**config.mk**
```make
export PLATFORM = sky130hd
export DESIGN_NAME = clk_gate_ctrl
export DESIGN_NICKNAME = d
export VERILOG_FILES = /design/src/rtl/clkgate_pkg.sv /design/src/rtl/cg_sync.sv /design/src/rtl/cg_power.sv /design/src/rtl/cg_gate.sv /design/src/rtl/clk_gate_ctrl.sv
export SDC_FILE = /design/constraint.sdc
export NUM_CORES = 1
export LEC_CHECK = 0
export ABC_CLOCK_PERIOD_IN_PS = 1100
export BUFFER_PORTS_ARGS = -buffer_cell sky130_fd_sc_hd__clkbuf_2
export CAP_MARGIN = 15
export CELL_PAD_IN_SITES_DETAIL_PLACEMENT = 1
export CELL_PAD_IN_SITES_GLOBAL_PLACEMENT = 1
export CORE_UTILIZATION = 40
export CTS_BUF_LIST = sky130_fd_sc_hd__clkbuf_4
export CTS_CLUSTER_DIAMETER = 40
export DETAILED_ROUTE_END_ITERATION = 10
export PLACE_DENSITY_LB_ADDON = 0.05
export SLEW_MARGIN = 20
export SYNTH_ARGS = -nofsm -noshare
export SYNTH_HDL_FRONTEND = slang
export SYNTH_SLANG_ARGS = --single-unit
```
**constraint.sdc**
```tcl
create_clock -name clk_ref -period 1.1 [get_ports clk_ref]
set_input_delay 0.11 -clock clk_ref [delete_from_list [all_inputs] [get_ports clk_ref]]
set_output_delay 0.11 -clock clk_ref [all_outputs]
set_load 0.02 [all_outputs]
```
**src/rtl/clkgate_pkg.sv**
```systemverilog
package clkgate_pkg;
  localparam int SOLO_OUTS = 4;
  localparam int GRP_A_OUTS = 2;
  localparam int GRP_B_OUTS = 3;
  localparam int SYNC_STAGES = 2;

  // Pin index serving a given output: solo pins first, then the pair, then the trio.
  function automatic int pin_of(input int idx, input int solo, input int grp_a);
    if (idx < solo) return idx;
    else if (idx < solo + grp_a) return solo;
    else return solo + 1;
  endfunction
endpackage

```
**src/rtl/cg_sync.sv**
```systemverilog
module cg_sync #(
  parameter int W = 1,
  parameter int STAGES = 2
) (
  input  logic         clk,
  input  logic         rst_n,
  input  logic [W-1:0] d,
  output logic [W-1:0] q
);
  logic [W-1:0] pipe [STAGES];

  always_ff @(posedge clk or negedge rst_n) begin
    if (!rst_n) begin
      for (int s = 0; s < STAGES; s++) pipe[s] <= '0;
    end else begin
      pipe[0] <= d;
      for (int s = 1; s < STAGES; s++) pipe[s] <= pipe[s-1];
    end
  end

  assign q = pipe[STAGES-1];
endmodule

```
**src/rtl/cg_power.sv**
```systemverilog
module cg_power (
  input  logic clk,
  input  logic rst_n,
  input  logic pg_s,
  output logic allow,
  output logic armed,
  output logic osc_run,
  output logic ser_run
);
  logic armed_q, armed_d;

  always_comb begin
    armed_d = armed_q | pg_s;
  end

  always_ff @(posedge clk or negedge rst_n) begin
    if (!rst_n) armed_q <= 1'b0;
    else        armed_q <= armed_d;
  end

  // Outputs need the synchronized pin high in both phases; the flags only
  // fall once the pin has been seen high.
  assign allow   = pg_s;
  assign armed   = armed_q;
  assign osc_run = ~armed_q | pg_s;
  assign ser_run = ~armed_q | pg_s;
endmodule

```
**src/rtl/cg_gate.sv**
```systemverilog
module cg_gate (
  input  logic clk,
  input  logic rst_n,
  input  logic want,
  output logic en,
  output logic clk_gated
);
  logic en_q;

  // Enable moves only on the falling edge, while the clock is low.
  always_ff @(negedge clk or negedge rst_n) begin
    if (!rst_n) en_q <= 1'b0;
    else        en_q <= want;
  end

  assign en        = en_q;
  assign clk_gated = clk & en_q;
endmodule

```
**src/rtl/clk_gate_ctrl.sv**
```systemverilog
module clk_gate_ctrl #(
  parameter int SOLO  = clkgate_pkg::SOLO_OUTS,
  parameter int GRP_A = clkgate_pkg::GRP_A_OUTS,
  parameter int GRP_B = clkgate_pkg::GRP_B_OUTS,
  parameter int SYNC  = clkgate_pkg::SYNC_STAGES
) (
  input  logic                          clk_ref,
  input  logic                          rst_n,
  input  logic                          pwr_n,
  input  logic [SOLO+1:0]               hw_oe,
  input  logic [SOLO+GRP_A+GRP_B-1:0]   sw_oe,
  output logic [SOLO+GRP_A+GRP_B-1:0]   clk_out,
  output logic                          osc_run,
  output logic                          ser_run
);
  localparam int NOUT = SOLO + GRP_A + GRP_B;
  localparam int NPIN = SOLO + 2;

  logic [1:0]      rst_pipe;
  logic            rst_q;
  logic [NPIN-1:0] pin_s;
  logic            pg_s;
  logic            allow;
  logic            armed;
  logic [NOUT-1:0] want;
  logic [NOUT-1:0] gate_en;

  always_ff @(posedge clk_ref or negedge rst_n) begin
    if (!rst_n) rst_pipe <= 2'b00;
    else        rst_pipe <= {rst_pipe[0], 1'b1};
  end
  assign rst_q = rst_pipe[1];

  cg_sync #(.W(NPIN), .STAGES(SYNC)) u_pin_sync (
    .clk(clk_ref), .rst_n(rst_q), .d(hw_oe), .q(pin_s)
  );

  cg_sync #(.W(1), .STAGES(SYNC)) u_pwr_sync (
    .clk(clk_ref), .rst_n(rst_q), .d(pwr_n), .q(pg_s)
  );

  cg_power u_power (
    .clk(clk_ref), .rst_n(rst_q), .pg_s(pg_s), .allow(allow),
    .armed(armed), .osc_run(osc_run), .ser_run(ser_run)
  );

  for (genvar i = 0; i < NOUT; i++) begin : g_out
    localparam int P = clkgate_pkg::pin_of(i, SOLO, GRP_A);
    assign want[i] = allow & pin_s[P] & sw_oe[i];
    cg_gate u_gate (
      .clk(clk_ref), .rst_n(rst_q), .want(want[i]),
      .en(gate_en[i]), .clk_gated(clk_out[i])
    );
  end
endmodule

```
==> results of run 1 <==
## worst max-delay path, delay by kind of cell, from the launching register on
family                 cells  cell delay, ns
and+or+nand+nor            1            0.16
buffers and inverters      1            0.10
DFF                        1            0.43
## cell type report
| cell class | count | area [µm²] | share of cell area |
|---|---|---|---|
| multi-input combinational | 21 | 204 | 0.150 |
| clock inverter | 1 | 30.0 | 0.0220 |
| clock buffer | 17 | 195 | 0.143 |
| sequential | 26 | 653 | 0.479 |
| tap | 27 | 33.8 | 0.0248 |
| timing repair buffer | 32 | 246 | 0.181 |
## final timing paths
| path | startpoint | to |
|---|---|---|
| max | g_out[2].u_gate.en | clk_out[2] |
| max reg2reg | u_pwr_sync.q | g_out[3].u_gate.en |
| min reg2reg | rst_pipe[0] | rst_pipe[1] |
| max in group asynchronous | rst_pipe[1] | g_out[0].u_gate.en |
| min | pwr_n | u_pwr_sync.pipe[1] |
| min in group asynchronous | rst_pipe[1] | u_pin_sync.pipe[7] |
## layer usage
metal / global-route usage / wire, µm
met1: 0.109 / 509
met5: 0 / 0
met4: 0.240 / 51
met2: 0.254 / 1010
met3: 0.129 / 130
## cells by family (layout without fill, tap and decap cells)
kind of cell           after synthesis  after routing  share of synthesized area
buffers and inverters               11             50                     0.0997
DFF                                 26             26                      0.751
other                                1              1                    0.00433
and+or+nand+nor                     20             20                      0.145
## sequential cells by signal, summed over array words and instances, names as in the netlist
register         flops
u_power.armed        1
rst_pipe             2
u_pin_sync.pipe      6
u_pin_sync.q         6
u_pwr_sync.pipe      1
u_pwr_sync.q         1
g_out.u_gate.en      9
## repair_timing
item / in CTS / in global routing
resized for setup: 34 / 23
hold buffers: 9 / 0
endpoints found under the hold margin: 9 / 0
setup buffers: 3 / 0
endpoints found under the setup margin: 29 / 29
## cell usage in the layout (no fill, tap or decap)
cell type       n
buf_4           1
bufinv_16       1
buf_6           3
dlygate4sd3_1   9
dfrtp_1        15
conb_1          1
and2_4          9
clkbuf_2       17
or2_1           1
buf_8          11
dfrtn_1         9
clkbuf_4        8
and3_4          9
nand2b_4        1
dfrtp_2         2
## power by group
part	total [mW]	switching, mW	internal [mW]
Clock	1.28	0.522	0.761
Combinational	0.126	0.0425	0.0838
Sequential	1.02	0.0225	1.00
==> impl_metrics.py, run 1 <==
metrics = {
    "hold_path": {
        "holdCritPathClass": "input pin to flip-flop",
        "worstHoldPathCells": 2,
    },
    "cts": {
        "cts_tree": "built",
        "clkLatencyLatePin_ns": 0.43,
        "clk_pin_slew_worst_paths_ns": 0.13,
    },
    "synth": {
        "synthArstFlopShare": 1.00,
        "synth_nets": 76,
        "post-synth-top-area-fraction": 0.491,
        "ys.warnings.count": 0,
        "synth_seq_cells": 26,
        "synth.most_common_cell": "dfrtp_1",
        "ys_seq_area_frac": 0.751,
        "synth.avg_cell_area_um2": 14.9,
        "synthTopCellsByCount": "dfrtp_1 (17), buf_4 (10), and2_1 (9), and3_1 (9), dfrtn_1 (9)",
        "synthTopCellsByArea": "dfrtp_1 (49%), dfrtn_1 (26%), buf_4 (8.7%), and2_1 (6.5%), and3_1 (6.5%)",
        "syn_inst": 58,
        "synth_cell_type_count": 9,
        "synth_area_um2": 866,
        "yosys.area.top_type": "dfrtp_1",
        "synth_top_flop_cell": "dfrtp_1",
        "synth_edf_count": 0,
    },
    "floorplan": {
        "chipWidth_um": 48.5,
        "std_cell_rows": 16,
        "initial_core_util": 0.432,
        "die_height_um": 48.5,
        "ioPinCount": 29,
        "die_area_um2": 2350,
        "core_area_um2": 2000,
    },
    "pwr": {
        "vdd_drop_max_v": 0.00117,
        "power_mw": 2.43,
        "p_leak_nw": 0.667,
        "power_density_nw_per_um2": 1790,
    },
    "setup_path": {
        "crit_fanout": 1,
        "crit_path_top_delay_cell": "dfrtn_1",
        "worst-setup-path-type": "flip-flop to output pin",
        "r2r_cells": 2,
        "start_kind": "flip-flop",
        "path_cells": "and2_4 -> buf_8",
        "ff2ff_setup_slack_ns": -0.31,
        "crit_arrival_ns": 1.67,
        "critPathRequiredTime_ns": 0.99,
        "cp-end-kind": "output pin",
        "slowest_delay_ns": 0.43,
    },
    "grt": {
        "grt_pass1_wl_um": 2650,
        "grt_max_degree": 16,
        "grt_use_total": 0.171,
        "antenna_found_initial": 0,
        "first_global_vias": 739,
        "globalRouteOverflowTotal": 0,
    },
    "finish": {
        "fin_nets": 115,
        "drive_gt1_frac": 0.639,
        "fill_cells": 177,
        "diodes": 0,
        "post-route-cell-area_um2": 1360,
        "layout.cells.non_filler": 124,
        "final_core_util": 0.681,
        "areaGrowthSynthToFinish_pct": 57.4,
    },
    "job": {
        "drv_cap": 0,
    },
    "sta": {
        "tns_ns": -9.12,
        "hold_viol_final": 0,
        "grt_setup_unrepaired": "true",
        "setup_ws_ns": -0.675,
        "drv_slew": 0,
        "skew_ns": 0.00709,
        "setup_viol_count_final": 29,
        "whs_ns": 0.315,
    },
    "drt": {
        "drt_iter0_drc": 2,
        "firstDrtPassIters": 2,
        "drt-total-wl_um": 1710,
        "final_antenna_net_count": 0,
        "drt-vias-per-instance": 4.44,
        "avgRoutedWirePerCell_um": 13.8,
        "vias": 551,
        "drc_errors": 0,
    },
    "placement": {
        "dp_hpwl_um": 828,
        "place_ws_ns": -0.221,
        "dpl_cell_area_um2": 962,
        "gp_congestion": 0.625,
        "dpl.cell_count": 103,
        "numPortBuffers": 28,
    },
    "outcome": {
        "violations": "negative setup slack",
        "status": "complete, but fails checks",
    },
}
Power figures use the tool's default switching activity.
==> inputs of run 2 (changes only) <==
ABC_AREA = 1   (was unset)
CORE_MARGIN = 4   (was unset)
CORE_UTILIZATION = 39   (was 40)
==> run 2 against run 1 <==
The run still ends with negative setup slack left. Clock skew fell by 0.0013 ns. Flip-flop and latch count did not move. Via count rose by 8.5%. Combinational power fell by 14%. Design area fell by 4.0%. Power fell by 8.0%. Clock-buffer cell count fell by 1. Largest power group unchanged. Synthesized cell count rose by 41%.
==> impl_metrics.py, run 2 <==
metrics = {
    "drt": {
        "drt-total-wl_um": 1600,
        "vias": 598,
        "firstDrtPassIters": 4,
        "drc_errors": 0,
        "drt_iter0_drc": 7,
        "avgRoutedWirePerCell_um": 10.9,
        "drt-vias-per-instance": 4.10,
        "final_antenna_net_count": 0,
    },
    "outcome": {
        "status": "complete, but fails checks",
        "violations": "negative setup slack",
    },
    "placement": {
        "gp_congestion": 0.727,
        "numPortBuffers": 28,
        "dpl.cell_count": 128,
        "dp_hpwl_um": 1010,
    },
    "sta": {
        "grt_setup_unrepaired": "true",
        "drv_slew": 0,
        "tns_ns": -7.90,
        "hold_viol_final": 0,
        "setup_ws_ns": -0.640,
        "skew_ns": 0.00575,
        "setup_viol_count_final": 29,
    },
    "finish": {
        "fin_nets": 136,
        "layout.cells.non_filler": 146,
        "areaGrowthSynthToFinish_pct": 44.5,
        "diodes": 0,
        "drive_gt1_frac": 0.458,
        "fill_cells": 237,
        "layout.cells.most_common": "clkbuf_2",
        "final_cell_mix": "clkbuf_2 (17), dfrtp_1 (15), inv_1 (12)",
        "largest_reg_flops": 9,
    },
    "grt": {
        "grt_use_total": 0.131,
        "antenna_found_initial": 0,
        "grt_max_degree": 18,
        "first_global_vias": 833,
        "grt_pass1_wl_um": 2920,
        "globalRouteOverflowTotal": 0,
    },
    "setup_path": {
        "crit_arrival_ns": 1.63,
        "slowest_delay_ns": 0.40,
        "worst-setup-path-type": "flip-flop to output pin",
        "start_kind": "flip-flop",
        "cp-end-kind": "output pin",
        "critPathRequiredTime_ns": 0.99,
        "crit_path_top_delay_cell": "dfrtn_1",
        "crit_fanout": 1,
        "r2r_cells": 2,
        "path_cells": "nand2_1 -> inv_1 -> clkbuf_8",
    },
    "synth": {
        "synth_compound_area_frac": 0,
        "synth.most_common_cell": "inv_1",
        "synth_top_flop_cell": "dfrtp_1",
        "synthXorXnorAreaFrac": 0,
        "synthTopCellsByCount": "inv_1 (18), dfrtp_1 (17), nand2_1 (15)",
        "synthAdderAreaFrac": 0,
        "synth_edf_count": 0,
        "synth_area_um2": 905,
        "synth_cell_type_count": 10,
        "synth-simple-area-share": 0.113,
        "synth_seq_cells": 26,
        "ys.warnings.count": 0,
        "synthArstFlopShare": 1.00,
        "yosys.area.top_type": "dfrtp_1",
        "synth_mux_area_frac": 0,
        "synth_top_family_by_area": "buffers and inverters",
        "post-synth-top-area-fraction": 0.470,
        "syn_inst": 82,
        "ys_seq_area_frac": 0.719,
        "synthTopCellsByArea": "dfrtp_1 (47%), dfrtn_1 (25%), buf_4 (8.3%), inv_1 (7.5%), nand2_1 (6.2%)",
        "synth_nets": 100,
        "synth.avg_cell_area_um2": 11.0,
    },
    "cts": {
        "clkLatencyLatePin_ns": 0.42,
        "cts_tree": "built",
        "clk_pin_slew_worst_paths_ns": 0.13,
        "cts_setup_buffers": 0,
    },
    "pwr": {
        "p_sw_frac": 0.278,
        "p_seq_frac": 0.460,
        "power_mw": 2.24,
        "clkPwrFrac": 0.492,
        "power_density_nw_per_um2": 1710,
        "p_leak_nw": 0.722,
        "internal_power_mw": 1.62,
        "pwr-share-comb": 0.048,
        "p_sw_uw": 623,
        "vdd_drop_max_v": 0.00108,
    },
    "floorplan": {
        "die_height_um": 56.2,
        "ioPinCount": 29,
        "chipWidth_um": 56.2,
        "initial_core_util": 0.409,
        "core_area_um2": 2210,
        "std_cell_rows": 17,
        "die_area_um2": 3150,
    },
    "job": {
        "drv_cap": 0,
    },
    "hold_path": {
        "holdCritPathClass": "flip-flop to async pin",
    },
}
## run 2: changes by cell type after synthesis, sizes merged
cell / delta
inv: +18
nand2: +16
and2: -9
and3: -9
nor2: +9
nand2b: -1
## run 2: area by class of cell
type / instances / area [µm²] / area share
Tap cell: 28 / 35.0 / 0.0268
Inverter: 9 / 33.8 / 0.0258
Multi-Input combinational cell: 27 / 136 / 0.104
Timing Repair Buffer: 29 / 209 / 0.160
Clock buffer: 16 / 199 / 0.152
Clock inverter: 11 / 41.3 / 0.0316
Sequential cell: 26 / 653 / 0.500
## run 2: cell families after synthesis
group                  after synthesis
buffers and inverters               29
flip-flops                          26
other                                1
AND/OR/NAND/NOR                     26
## run 2: final timing paths
path                                     from            endpoint  slack [ns]
setup / recovery           g_out[0].u_gate.en          clk_out[0]       -0.64
min in group clk_ref                 hw_oe[1]  u_pin_sync.pipe[7]        0.32
hold reg to reg                   rst_pipe[1]  u_pin_sync.pipe[7]        0.18
max in group asynchronous         rst_pipe[1]  g_out[7].u_gate.en        0.18
hold / removal                    rst_pipe[1]  u_pin_sync.pipe[7]        0.18
setup reg to reg                 u_pwr_sync.q  g_out[2].u_gate.en       -0.23
## run 2: stage by stage
stage | hold WS, ns | worst slack [ns] | cell area [µm²] | util
after global placement | -0.104 | -0.176 | 1010 | 0.456
after global routing | 0.225 | -0.735 | 1310 | 0.591
after CTS | 0.198 | -0.654 | 1270 | 0.573
final | 0.184 | -0.640 | 1310 | 0.591
after detailed placement | -0.100 | -0.198 | 1010 | 0.456
after floorplan | -0.186 | -0.136 | 940 | -
## run 2: routing by layer
| layer | share of wire | vias to the layer above | GRT usage | routed length (µm) |
|---|---|---|---|---|
| met1 | 0.33 | 282 | 0.101 | 527 |
| li1 | - | 287 | - | - |
| met4 | 0.0069 | 0 | 0.180 | 11 |
| met5 | 0 | - | 0 | 0 |
| met3 | 0.12 | 5 | 0.102 | 187 |
| met2 | 0.55 | 24 | 0.175 | 872 |
## run 2: power by group through the flow
stage	registers (mW)	clock network (mW)	logic (mW)
global route	1.04	1.22	0.122
CTS	1.03	1.05	0.0983
finish	1.03	1.10	0.108
detailed placement	1.05	0.150	0.0688
floorplan	1.04	0.308	0.0262
global placement	1.04	0.150	0.0663
## run 2: what timing repair did
action / CTS / global route
hold endpoints to repair: 9 / 0
hold buffers: 9 / 0
gates cloned: 0 / 0
pin swaps: 11 / 6
gates resized for setup: 27 / 25
setup endpoints to repair: 29 / 29
## run 2: worst max-delay path: cells and delay by family, from the launching register on
kind / cells / cell delay, ns
flip-flops: 1 / 0.40
AND/OR/NAND/NOR: 1 / 0.05
buffers and inverters: 2 / 0.20
==> inputs of run 3 (changes only) <==
PLACE_DENSITY = 0.86   (was unset)
PLACE_DENSITY_LB_ADDON = unset   (was 0.05)
==> run 3 against run 2 <==
Routed wire length rose by 27%. Worst hold slack worse by 0.038 ns. Sequential share of layout area is 3.8 points lower. Largest power group unchanged. Final cell count is 2.1% higher. Clock power grew 16%. Utilization grew 4.8 points. Highest routed layer unchanged. Clock skew fell by 0.0036 ns. The run still ends with negative setup slack left. Worst setup slack got worse by 0.012 ns.
==> impl_metrics.py, run 3 (same netlist as run 2, synthesis figures left out) <==
metrics = {
    "cts": {
        "clk_pin_slew_worst_paths_ns": 0.13,
        "cts_tree": "built",
        "clkLatencyLatePin_ns": 0.42,
    },
    "pwr": {
        "vdd_drop_max_v": 0.00107,
        "p_leak_nw": 0.769,
        "power_density_nw_per_um2": 1740,
    },
    "setup_path": {
        "cp.buffers_inverters": 2,
        "critPathRequiredTime_ns": 0.99,
        "slowest_delay_ns": 0.40,
        "rr_startpoint": "u_pwr_sync.q",
        "crit_path_top_delay_cell": "dfrtn_1",
        "worst-setup-path-type": "flip-flop to output pin",
        "crit_fanout": 1,
        "critPathLaunch": "g_out[6].u_gate.en",
        "start_kind": "flip-flop",
        "path_cells": "nand2_1 -> inv_1 -> clkbuf_8",
        "cp-end-kind": "output pin",
        "path_delay_family": "flip-flops",
        "crit_arrival_ns": 1.64,
    },
    "grt": {
        "grtUsageMet1": 0.120,
        "first_global_vias": 839,
        "antenna_found_initial": 0,
        "grt_use_total": 0.145,
        "globalRouteOverflowTotal": 0,
        "gr-max-usage-layer": "met4",
        "grt_pass1_wl_um": 3210,
        "grtUsageMet2": 0.192,
        "use_met3": 0.0858,
        "grt_max_degree": 16,
    },
    "drt": {
        "drt-vias-per-instance": 4.17,
        "drc_errors": 0,
        "drt-total-wl_um": 2020,
        "vias": 621,
        "final_antenna_net_count": 0,
        "drt_iter0_drc": 19,
        "firstDrtPassIters": 4,
        "avgRoutedWirePerCell_um": 13.6,
    },
    "floorplan": {
        "initial_core_util": 0.409,
        "ioPinCount": 29,
        "die_area_um2": 3150,
        "chipWidth_um": 56.2,
        "die_height_um": 56.2,
        "core_area_um2": 2210,
        "std_cell_rows": 17,
    },
    "finish": {
        "drive_gt1_frac": 0.545,
        "final_cell_mix": "clkbuf_2 (17), dfrtp_1 (15), inv_1 (12)",
        "layout.cells.most_common": "clkbuf_2",
        "areaGrowthSynthToFinish_pct": 56.3,
        "diodes": 0,
        "largest_reg_flops": 9,
        "fin_nets": 139,
        "layout.cells.non_filler": 149,
    },
    "sta": {
        "setup_viol_count_final": 29,
        "skew_ns": 0.00219,
        "whs_ns": 0.147,
        "setup_ws_ns": -0.652,
        "grt_setup_unrepaired": "true",
        "hold_viol_final": 0,
        "drv_slew": 0,
    },
    "outcome": {
        "status": "complete, but fails checks",
        "violations": "negative setup slack",
    },
    "placement": {
        "gp_congestion": 0.724,
        "dpl.cell_count": 130,
        "place_ws_ns": -0.198,
        "numPortBuffers": 28,
        "dp_hpwl_um": 1100,
    },
    "hold_path": {
        "holdCritPathClass": "flip-flop to async pin",
    },
    "job": {
        "drv_cap": 0,
    },
}
==> run 3: cell types whose count changed in the layout (fill, tap and decap cells not counted) <==
cell,delta
nand2_4,+3
nor2_1,-4
nand2_8,+1
bufinv_16,+1
buf_6,+1
nor2_4,+1
clkinv_1,-1
nor2_2,+3
nand2_1,-4
buf_4,+2
==> run 3: power breakdown <==
group | total (mW) | switching, mW | internal (mW)
sequential | 1.03 | 0.0278 | 1.00
combinational | 0.150 | 0.0680 | 0.0822
clock | 1.28 | 0.567 | 0.712
total | 2.46 | 0.663 | 1.80
==> run 3: worst paths after layout <==
| kind | endpoint | cells after the start | slack, ns |
|---|---|---|---|
| setup reg to reg | g_out[6].u_gate.en | 3 | -0.31 |
| setup / recovery | clk_out[6] | 3 | -0.65 |
| min in group clk_ref | u_pin_sync.pipe[6] | 2 | 0.33 |
| hold / removal | u_pin_sync.pipe[6] | 0 | 0.15 |
| max in group asynchronous | g_out[6].u_gate.en | 0 | 0.27 |
| hold reg to reg | u_pin_sync.pipe[6] | 0 | 0.15 |
==> run 3: cell type report <==
class / instances / area (µm²)
inverter: 9 / 33.8
clock inverter: 11 / 67.6
tap: 28 / 35.0
multi-input combinational: 27 / 190
sequential: 26 / 653
timing repair buffer: 32 / 246
clock buffer: 16 / 188
fill: 221 / 798
==> run 3: metal layers <==
layer	part of all wire	wire length [µm]
met5	0	0
met4	0.044	90
met2	0.55	1110
met1	0.34	690
met3	0.064	129
==> run 3: what timing repair did <==
| item | CTS | global route |
|---|---|---|
| setup buffers | 1 | 0 |
| resized for setup | 36 | 32 |
| cloned | 0 | 0 |
| pin swaps | 8 | 3 |
| hold buffers | 9 | 0 |
| setup endpoints to repair | 29 | 29 |
| endpoints found under the hold margin | 9 | 0 |
==> run 3: through the flow <==
step,util,power (mW),cell area [µm²],TNS [ns]
after floorplan,-,1.38,940,-2.33
after global placement,0.463,1.26,1020,-2.81
after detailed placement,0.463,1.27,1020,-3.10
after CTS,0.608,2.36,1350,-8.59
after global routing,0.639,2.58,1410,-9.54
final,0.639,2.46,1410,-8.57
